===== src/rtl/fse_pkg.sv =====
package fse_pkg;
  typedef enum logic [1:0] {
    MODE_BLANK  = 2'd0,
    MODE_VERIFY = 2'd1,
    MODE_SUM    = 2'd2,
    MODE_SUM2   = 2'd3
  } scan_mode_e;

  typedef enum logic [1:0] {
    S_IDLE = 2'd0,
    S_READ = 2'd1,
    S_EVAL = 2'd2
  } seq_state_e;

  localparam int unsigned DWW = 64;
  localparam int unsigned HWW = 32;
  localparam int unsigned STW = 12;

  localparam logic [STW-1:0] ST_OK        = 12'h000;
  localparam logic [STW-1:0] ST_ALIGN     = 12'h100;
  localparam logic [STW-1:0] ST_RANGE     = 12'h200;
  localparam logic [STW-1:0] ST_NOT_BLANK = 12'h600;
  localparam logic [STW-1:0] ST_MISMATCH  = 12'h700;
endpackage


===== src/rtl/fse_arg_check.sv =====
module fse_arg_check
  import fse_pkg::*;
#(
  parameter int unsigned AW = 32
) (
  input  logic [1:0]     mode,
  input  logic [AW-1:0]  addr,
  input  logic [AW-1:0]  size,
  input  logic [AW-1:0]  src,
  input  logic [AW-1:0]  main_base,
  input  logic [AW-1:0]  main_size,
  input  logic [AW-1:0]  shad_base,
  input  logic [AW-1:0]  shad_size,
  output logic           arg_err,
  output logic [STW-1:0] err_code
);
  localparam int unsigned XW = AW + 1;

  logic [XW-1:0] end_x, main_lim, shad_lim, addr_x, mb_x, sb_x;
  logic          in_main, in_shad, mis_dw, mis_src;

  always_comb begin
    addr_x   = {1'b0, addr};
    mb_x     = {1'b0, main_base};
    sb_x     = {1'b0, shad_base};
    end_x    = addr_x + {1'b0, size};
    main_lim = mb_x + {1'b0, main_size};
    shad_lim = sb_x + {1'b0, shad_size};
    in_main  = (addr_x >= mb_x) && (addr_x < main_lim) &&
               (end_x >= mb_x) && (end_x <= main_lim);
    in_shad  = (addr_x >= sb_x) && (addr_x < shad_lim) &&
               (end_x >= sb_x) && (end_x <= shad_lim);
    mis_dw   = (addr[2:0] != 3'd0) || (size[2:0] != 3'd0);
    mis_src  = (mode == MODE_VERIFY) && (src[1:0] != 2'd0);
    if (mis_dw || mis_src) begin
      err_code = ST_ALIGN;
    end else if (!(in_main || in_shad)) begin
      err_code = ST_RANGE;
    end else begin
      err_code = ST_OK;
    end
    arg_err = (err_code != ST_OK);
  end
endmodule


===== src/rtl/fse_seq.sv =====
module fse_seq
  import fse_pkg::*;
#(
  parameter int unsigned AW = 32
) (
  input  logic          clk,
  input  logic          rst_n,
  input  logic          cmd_valid,
  input  logic [1:0]    cmd_mode,
  input  logic [AW-1:0] cmd_addr,
  input  logic [AW-1:0] cmd_size,
  input  logic [AW-1:0] cmd_src,
  input  logic          arg_err,
  input  logic          stop,
  output logic          accept,
  output logic          eval,
  output logic          finish,
  output logic          busy,
  output logic          done,
  output logic [1:0]    mode_q,
  output logic [AW-1:0] cur_addr,
  output logic [AW-1:0] cur_src,
  output logic          fl_rd_en,
  output logic          src_rd_en
);
  localparam logic [AW-1:0] STEP = AW'(8);
  localparam logic [AW-1:0] ONE  = AW'(1);

  seq_state_e    st_q, st_d;
  logic [AW-1:0] addr_d, src_d, left_q, left_d;
  logic [1:0]    mode_d;
  logic          zero_sz;

  always_comb begin
    st_d    = st_q;
    addr_d  = cur_addr;
    src_d   = cur_src;
    left_d  = left_q;
    mode_d  = mode_q;
    finish  = 1'b0;
    accept  = (st_q == S_IDLE) && cmd_valid;
    eval    = (st_q == S_EVAL);
    zero_sz = (cmd_size == '0);
    unique case (st_q)
      S_IDLE: if (accept) begin
        mode_d = cmd_mode;
        if (arg_err || zero_sz) begin
          finish = 1'b1;
        end else begin
          st_d   = S_READ;
          addr_d = cmd_addr;
          src_d  = cmd_src;
          left_d = cmd_size >> 3;
        end
      end
      S_READ: st_d = S_EVAL;
      S_EVAL: begin
        if (stop || (left_q == ONE)) begin
          finish = 1'b1;
          st_d   = S_IDLE;
        end else begin
          st_d   = S_READ;
          addr_d = cur_addr + STEP;
          src_d  = cur_src + STEP;
          left_d = left_q - ONE;
        end
      end
      default: st_d = S_IDLE;
    endcase
  end

  always_ff @(posedge clk or negedge rst_n) begin
    if (!rst_n) begin
      st_q     <= S_IDLE;
      cur_addr <= '0;
      cur_src  <= '0;
      left_q   <= '0;
      mode_q   <= '0;
      done     <= 1'b0;
    end else begin
      st_q     <= st_d;
      cur_addr <= addr_d;
      cur_src  <= src_d;
      left_q   <= left_d;
      mode_q   <= mode_d;
      done     <= finish;
    end
  end

  assign busy      = (st_q != S_IDLE);
  assign fl_rd_en  = (st_q == S_READ);
  assign src_rd_en = (st_q == S_READ) && (mode_q == MODE_VERIFY);

  a_r9_done_pulse: assert property (@(posedge clk) disable iff (!rst_n)
    done |=> !done);
  a_r9_idle_at_done: assert property (@(posedge clk) disable iff (!rst_n)
    done |-> !busy);
  a_r10_read_gap: assert property (@(posedge clk) disable iff (!rst_n)
    fl_rd_en |=> !fl_rd_en);
  a_r3_err_no_read: assert property (@(posedge clk) disable iff (!rst_n)
    (accept && arg_err) |=> (!busy && done));
  a_r4_zero_done: assert property (@(posedge clk) disable iff (!rst_n)
    (accept && !arg_err && (cmd_size == '0)) |=> done);
  a_r10_ascending: assert property (@(posedge clk) disable iff (!rst_n)
    (eval && !finish) |=> (cur_addr == $past(cur_addr) + STEP));
endmodule


===== src/rtl/fse_result.sv =====
module fse_result
  import fse_pkg::*;
#(
  parameter int unsigned AW = 32
) (
  input  logic           clk,
  input  logic           rst_n,
  input  logic           accept,
  input  logic           eval,
  input  logic           finish,
  input  logic [1:0]     mode_q,
  input  logic [STW-1:0] err_code,
  input  logic [AW-1:0]  cur_addr,
  input  logic [DWW-1:0] fl_data,
  input  logic [DWW-1:0] src_data,
  output logic           stop,
  output logic [STW-1:0] status,
  output logic [AW-1:0]  fail_addr,
  output logic [DWW-1:0] fail_data,
  output logic [DWW-1:0] fail_src,
  output logic [HWW-1:0] sum
);
  logic [HWW-1:0] sum_d, part;
  logic [STW-1:0] st_d;
  logic           blank_bad, cmp_bad, cap_en, cap_src_en;

  always_comb begin
    blank_bad  = (mode_q == MODE_BLANK) && (fl_data != {DWW{1'b1}});
    cmp_bad    = (mode_q == MODE_VERIFY) && (fl_data != src_data);
    stop       = eval && (blank_bad || cmp_bad);
    cap_en     = stop;
    cap_src_en = eval && cmp_bad;
    part       = sum + fl_data[HWW-1:0];
    sum_d      = sum;
    if (accept) begin
      sum_d = '0;
    end else if (eval && mode_q[1]) begin
      sum_d = part + fl_data[DWW-1:HWW];
    end
    if (!eval) begin
      st_d = err_code;
    end else if (blank_bad) begin
      st_d = ST_NOT_BLANK;
    end else if (cmp_bad) begin
      st_d = ST_MISMATCH;
    end else begin
      st_d = ST_OK;
    end
  end

  always_ff @(posedge clk or negedge rst_n) begin
    if (!rst_n) begin
      status    <= ST_OK;
      sum       <= '0;
      fail_addr <= '0;
      fail_data <= '0;
      fail_src  <= '0;
    end else begin
      if (finish) status <= st_d;
      sum <= sum_d;
      if (cap_en) begin
        fail_addr <= cur_addr;
        fail_data <= fl_data;
      end
      if (cap_src_en) fail_src <= src_data;
    end
  end

  a_r8_fail_hold: assert property (@(posedge clk) disable iff (!rst_n)
    !eval |=> ($stable(fail_addr) && $stable(fail_data) && $stable(fail_src)));
  a_r8_src_hold_blank: assert property (@(posedge clk) disable iff (!rst_n)
    (mode_q == MODE_BLANK) |=> $stable(fail_src));
  a_r7_sum_fixed: assert property (@(posedge clk) disable iff (!rst_n)
    (eval && !mode_q[1]) |=> $stable(sum));
endmodule


===== src/rtl/flash_scan_engine.sv =====
module flash_scan_engine
  import fse_pkg::*;
#(
  parameter int unsigned AW = 32
) (
  input  logic           clk,
  input  logic           rst_n,
  input  logic           cmd_valid,
  input  logic [1:0]     cmd_mode,
  input  logic [AW-1:0]  cmd_addr,
  input  logic [AW-1:0]  cmd_size,
  input  logic [AW-1:0]  cmd_src,
  input  logic [AW-1:0]  main_base,
  input  logic [AW-1:0]  main_size,
  input  logic [AW-1:0]  shad_base,
  input  logic [AW-1:0]  shad_size,
  output logic           fl_rd_en,
  output logic [AW-1:0]  fl_rd_addr,
  input  logic [63:0]    fl_rd_data,
  output logic           src_rd_en,
  output logic [AW-1:0]  src_rd_addr,
  input  logic [63:0]    src_rd_data,
  output logic           busy,
  output logic           done,
  output logic [11:0]    status,
  output logic [AW-1:0]  fail_addr,
  output logic [63:0]    fail_data,
  output logic [63:0]    fail_src,
  output logic [31:0]    sum
);
  logic           arg_err, accept, eval, finish, stop;
  logic [STW-1:0] err_code;
  logic [1:0]     mode_q;

  fse_arg_check #(.AW(AW)) u_chk (
    .mode(cmd_mode), .addr(cmd_addr), .size(cmd_size), .src(cmd_src),
    .main_base(main_base), .main_size(main_size),
    .shad_base(shad_base), .shad_size(shad_size),
    .arg_err(arg_err), .err_code(err_code)
  );

  fse_seq #(.AW(AW)) u_seq (
    .clk(clk), .rst_n(rst_n), .cmd_valid(cmd_valid), .cmd_mode(cmd_mode),
    .cmd_addr(cmd_addr), .cmd_size(cmd_size), .cmd_src(cmd_src),
    .arg_err(arg_err), .stop(stop), .accept(accept), .eval(eval),
    .finish(finish), .busy(busy), .done(done), .mode_q(mode_q),
    .cur_addr(fl_rd_addr), .cur_src(src_rd_addr),
    .fl_rd_en(fl_rd_en), .src_rd_en(src_rd_en)
  );

  fse_result #(.AW(AW)) u_res (
    .clk(clk), .rst_n(rst_n), .accept(accept), .eval(eval), .finish(finish),
    .mode_q(mode_q), .err_code(err_code), .cur_addr(fl_rd_addr),
    .fl_data(fl_rd_data), .src_data(src_rd_data), .stop(stop),
    .status(status), .fail_addr(fail_addr), .fail_data(fail_data),
    .fail_src(fail_src), .sum(sum)
  );

  a_r5_stop_only_scan: assert property (@(posedge clk) disable iff (!rst_n)
    stop |-> busy);
endmodule


===== config.mk =====
export PLATFORM = sky130hd
export DESIGN_NAME = flash_scan_engine
export DESIGN_NICKNAME = d
export VERILOG_FILES = /design/src/rtl/fse_pkg.sv /design/src/rtl/fse_arg_check.sv /design/src/rtl/fse_seq.sv /design/src/rtl/fse_result.sv /design/src/rtl/flash_scan_engine.sv
export SDC_FILE = /design/constraint.sdc
export NUM_CORES = 1
export LEC_CHECK = 0
export ABC_AREA = 1
export BUFFER_PORTS_ARGS = -buffer_cell sky130_fd_sc_hd__buf_2
export CELL_PAD_IN_SITES_DETAIL_PLACEMENT = 1
export CELL_PAD_IN_SITES_GLOBAL_PLACEMENT = 1
export CORE_MARGIN = 2
export CORE_UTILIZATION = 40
export CTS_CLUSTER_DIAMETER = 30
export DETAILED_ROUTE_END_ITERATION = 7
export PLACE_DENSITY_LB_ADDON = 0.1
export SKIP_CTS_REPAIR_TIMING = 1
export SLEW_MARGIN = 15
export SYNTH_ARGS = -nofsm -noshare
export SYNTH_HDL_FRONTEND = slang
export SYNTH_SLANG_ARGS = --single-unit

===== constraint.sdc =====
create_clock -name clk -period 4.1 [get_ports clk]
set_input_delay 0 -clock clk [delete_from_list [all_inputs] [get_ports clk]]
set_output_delay 0 -clock clk [all_outputs]
set_load 0.05 [all_outputs]

==> results.cfg <==
[run_status]
status = finished, violations left
failing_checks = hold timing, setup timing

[die]
die_height_um = 267
die_area_um2 = 71100
floorplan.rows = 96
num_io_pins = 629
floorplan.initialDensity_pct = 40.3
floorplan.die.width_um = 267
core_region_area_um2 = 68500

[synthesis]
synth_seq_area_share_pct = 26.9
leading_area_contributor_after_synthesis = sky130_fd_sc_hd__dfrtp_1
synth_top_cell_area_share_pct = 26.9
synth.ff_latch_count = 296
dominantRegCellSynth = sky130_fd_sc_hd__dfrtp_1
yosysWarnings = 0
synth_cell_types = 58
avgSynthCellArea_um2 = 7.30
number_of_enable_type_register_cells_in_the_synthesized_netlist = 0
async_reset_ff_share_pct = 100
synth_cells = 3776
post_synth_instance_area_um2 = 27600
biggest_area_contributors_in_the_synthesized_netlist = sky130_fd_sc_hd__dfrtp_1 27%, sky130_fd_sc_hd__ha_1 17%, sky130_fd_sc_hd__nand2_1 16%

[layout]
areaGrowthSynthToFinish_pct = 43.8
finish.net_count = 5783
layout.cell_area.non_filler_um2 = 39700
fraction_of_final_layout_cells_sized_beyond_drive_strength_1_pct = 27.4
fin_util_pct = 57.9

[sta]
worst_slew_pin_tran_ns = 1.26
skew_ns = 0.0379
hold_viol_final = 4
finalCritPeriodShare_pct = 108
layout_setup_ws_ns = -0.324
finalSetupTns_ns = -19.66
grt_setup_unrepaired = yes
max_slew_margin_pct = 15.4
hold-worst-slack_ns = -0.0525
fin_crit_ns = 4.42
max_clock_freq_mhz = 226
slew_violations = 0
final-setup-viol-count = 100

[cts]
tritoncts.num_buffers = 52
clock_tree.root_cell = sky130_fd_sc_hd__clkbuf_16
cts_tree = built
clk_latency_ns = 0.60
max-clock-path-buffers = 3
ctsHtreeMaxLevel = 2
cts.clk_slew.worst_paths_ns = 0.06
clock_sink_total = 296

[global_route]
grt_pass1_vias = 32700
grt_first_pass_wirelength_um = 187000
antenna_found_initial = 11
globalRoute.totalOverflow = 0
maximum_number_of_pins_on_one_net_before_global_route_repair = 112
gr-usage-all-layers_pct = 34.2

[detailed_routing]
vias = 33600
drt_total_wl_um = 144000
route.detailed.drc = 0
antenna_violation_net_count_after_detailed_routing = 0
detailedRoute.firstIterationViolations = 2508
avgViaCountPerCell = 5.65
firstDrtPassIters = 5
route.detailed.wl_per_inst_um = 24.3

[power]
static-leakage-power_nw = 21.8
power_density_nw_per_um2 = 527
max-vdd-ir-drop_mv = 0.360

[place]
finalWeightedCongestion = 0.948
place.detailed.hpwl_um = 103000
postPlaceCellArea_um2 = 34800
buffer_ports.inserted = 619

[worst_hold_path]
min-delay-path-class = primary input to register

[worst_setup_path]
critPathSlowestCell = sky130_fd_sc_hd__ha_1
timing.critical_path.max_delay_family = simple AND/OR/NAND/NOR gates
cp_num_buf_inv = 6
critPathMaxFanout = 8
critPathMaxStageDelay_ns = 0.28
worstSetupPathType = primary input to register
cp_data_required_time_ns = 4.61
worst_ep_arrival_time_ns = 4.93
crit_path_start_kind = primary input
end_kind = register
critPathMostFrequentCell = sky130_fd_sc_hd__nand2_1

[flow_run]
max_cap_violations = 0
-- cells in the final DEF, fill, tap and decap left out, drive strengths merged, types with 5 or more instances in the layout --
cell type,instances
o31ai,15
a21oi,252
o21bai,14
nor3,51
dfrtp,296
a21o,13
xor2,120
diode,6
nand4,81
clkinv,13
mux2,51
xnor2,55
o221a,5
clkinvlp,5
dlygate4sd3,186
a21boi,8
a211oi,16
nor2,220
o22ai,11
bufinv,9
nand3,224
a31oi,29
buf,1074
clkbuf,64
inv,385
or2,7
o21a,11
ha,374
nand3b,5
nand2,1146
o21ai,199
fa,35
nor4,32
a221oi,15
conb,9
-- cells by family after synthesis --
kind of cell | share of synthesized area (%)
fa+ha+maj | 19.5
compound gates | 12.4
xor+xnor | 5.59
other cells | 0.0136
flops | 26.9
buf+inv | 6.61
simple gates | 26.9
mux | 2.08
-- stage by stage --
stage	setup WS [ns]	instances	power, mW
after global placement	-0.887	5633	14.8
after floorplan	0.00291	3784	11.3
after detailed placement	-0.950	5633	15.1
after CTS	-0.371	5729	19.9
final	-0.324	5947	20.9
after global routing	-0.548	5944	21.8
-- report_power, final --
group          internal [mW]  switching (mW)
combinational           3.48            7.75
sequential              3.84            1.03
clock                   2.99            1.81
-- final cells by class --
type / count / area, um^2
diodes: 6 / 15.0
flip-flops and latches: 296 / 7410
multi-input cells: 3027 / 19100
well taps: 882 / 1100
repair buffers: 1266 / 8740
clock inverters: 38 / 523
clock buffers: 58 / 1350
fillers: 8711 / 28800
inverters: 374 / 1410
-- path summary, 6_finish.rpt --
check | start | to | cells after the start | slack (ns)
max | cmd_addr[1] | u_seq.cur_src[26] | 35 | -0.32
min | cmd_valid | u_seq.cur_src[0] | 5 | -0.05
max reg2reg | u_res.sum[3] | u_res.sum[24] | 22 | 0.19
min reg2reg | u_res.fail_addr[26] | u_res.fail_addr[26] | 2 | 0.48
max in group asynchronous | rst_n | u_res.fail_data[38] | 3 | 2.86
min in group asynchronous | rst_n | u_res.fail_src[22] | 2 | 0.07
-- metal layers --
| layer | up-vias | GRT usage (%) | share of wire, % |
|---|---|---|---|
| li1 | 15200 | - | - |
| met4 | 4 | 19.8 | 8.2 |
| met1 | 16300 | 39.3 | 37 |
| met2 | 1548 | 60.6 | 48 |
| met3 | 607 | 4.83 | 7.3 |
| met5 | - | 0 | 0.020 |
-- worst reg2reg max path, delay by kind of cell (launching register included) --
family,cells,cell delay (ns)
AND/OR/NAND/NOR,14,1.47
AO/OA/AOI/OAI,5,1.00
adder cells (fa/ha/maj),2,0.88
flip-flops,1,0.41
buffers and inverters,1,0.08
-- registers in the layout, summed over array words and instances, names as in the netlist --
signal           cells
u_seq.done           1
u_seq.cur_src       32
u_seq.st_q           2
u_res.fail_data     64
u_res.fail_addr     32
u_seq.left_q        32
u_res.fail_src      64
u_seq.mode_q         2
u_seq.cur_addr      32
u_res.sum           32
u_res.status         3
-- cells in the mapped netlist (5+ instances only) --
cell / instances
sky130_fd_sc_hd__or2_2: 7
sky130_fd_sc_hd__a221oi_1: 15
sky130_fd_sc_hd__ha_1: 374
sky130_fd_sc_hd__o21bai_1: 14
sky130_fd_sc_hd__nor3_1: 49
sky130_fd_sc_hd__nand4_1: 80
sky130_fd_sc_hd__o22ai_1: 11
sky130_fd_sc_hd__clkbuf_1: 58
sky130_fd_sc_hd__nand3_1: 223
sky130_fd_sc_hd__nor2_1: 218
sky130_fd_sc_hd__o31ai_1: 15
sky130_fd_sc_hd__dfrtp_1: 296
sky130_fd_sc_hd__nand3b_1: 5
sky130_fd_sc_hd__fa_1: 35
sky130_fd_sc_hd__buf_2: 11
sky130_fd_sc_hd__xnor2_1: 55
sky130_fd_sc_hd__xor2_1: 119
sky130_fd_sc_hd__mux2_2: 51
sky130_fd_sc_hd__o21ai_0: 193
sky130_fd_sc_hd__a21boi_0: 7
sky130_fd_sc_hd__nand2_1: 1140
sky130_fd_sc_hd__a211oi_1: 16
sky130_fd_sc_hd__a21o_1: 13
sky130_fd_sc_hd__o21ai_1: 6
sky130_fd_sc_hd__o221a_2: 5
sky130_fd_sc_hd__buf_4: 13
sky130_fd_sc_hd__inv_1: 367
sky130_fd_sc_hd__nor4_1: 31
sky130_fd_sc_hd__o21a_1: 11
sky130_fd_sc_hd__a21oi_1: 251
sky130_fd_sc_hd__a31oi_1: 29
No activity file was read; power rests on OpenSTA's default activity.
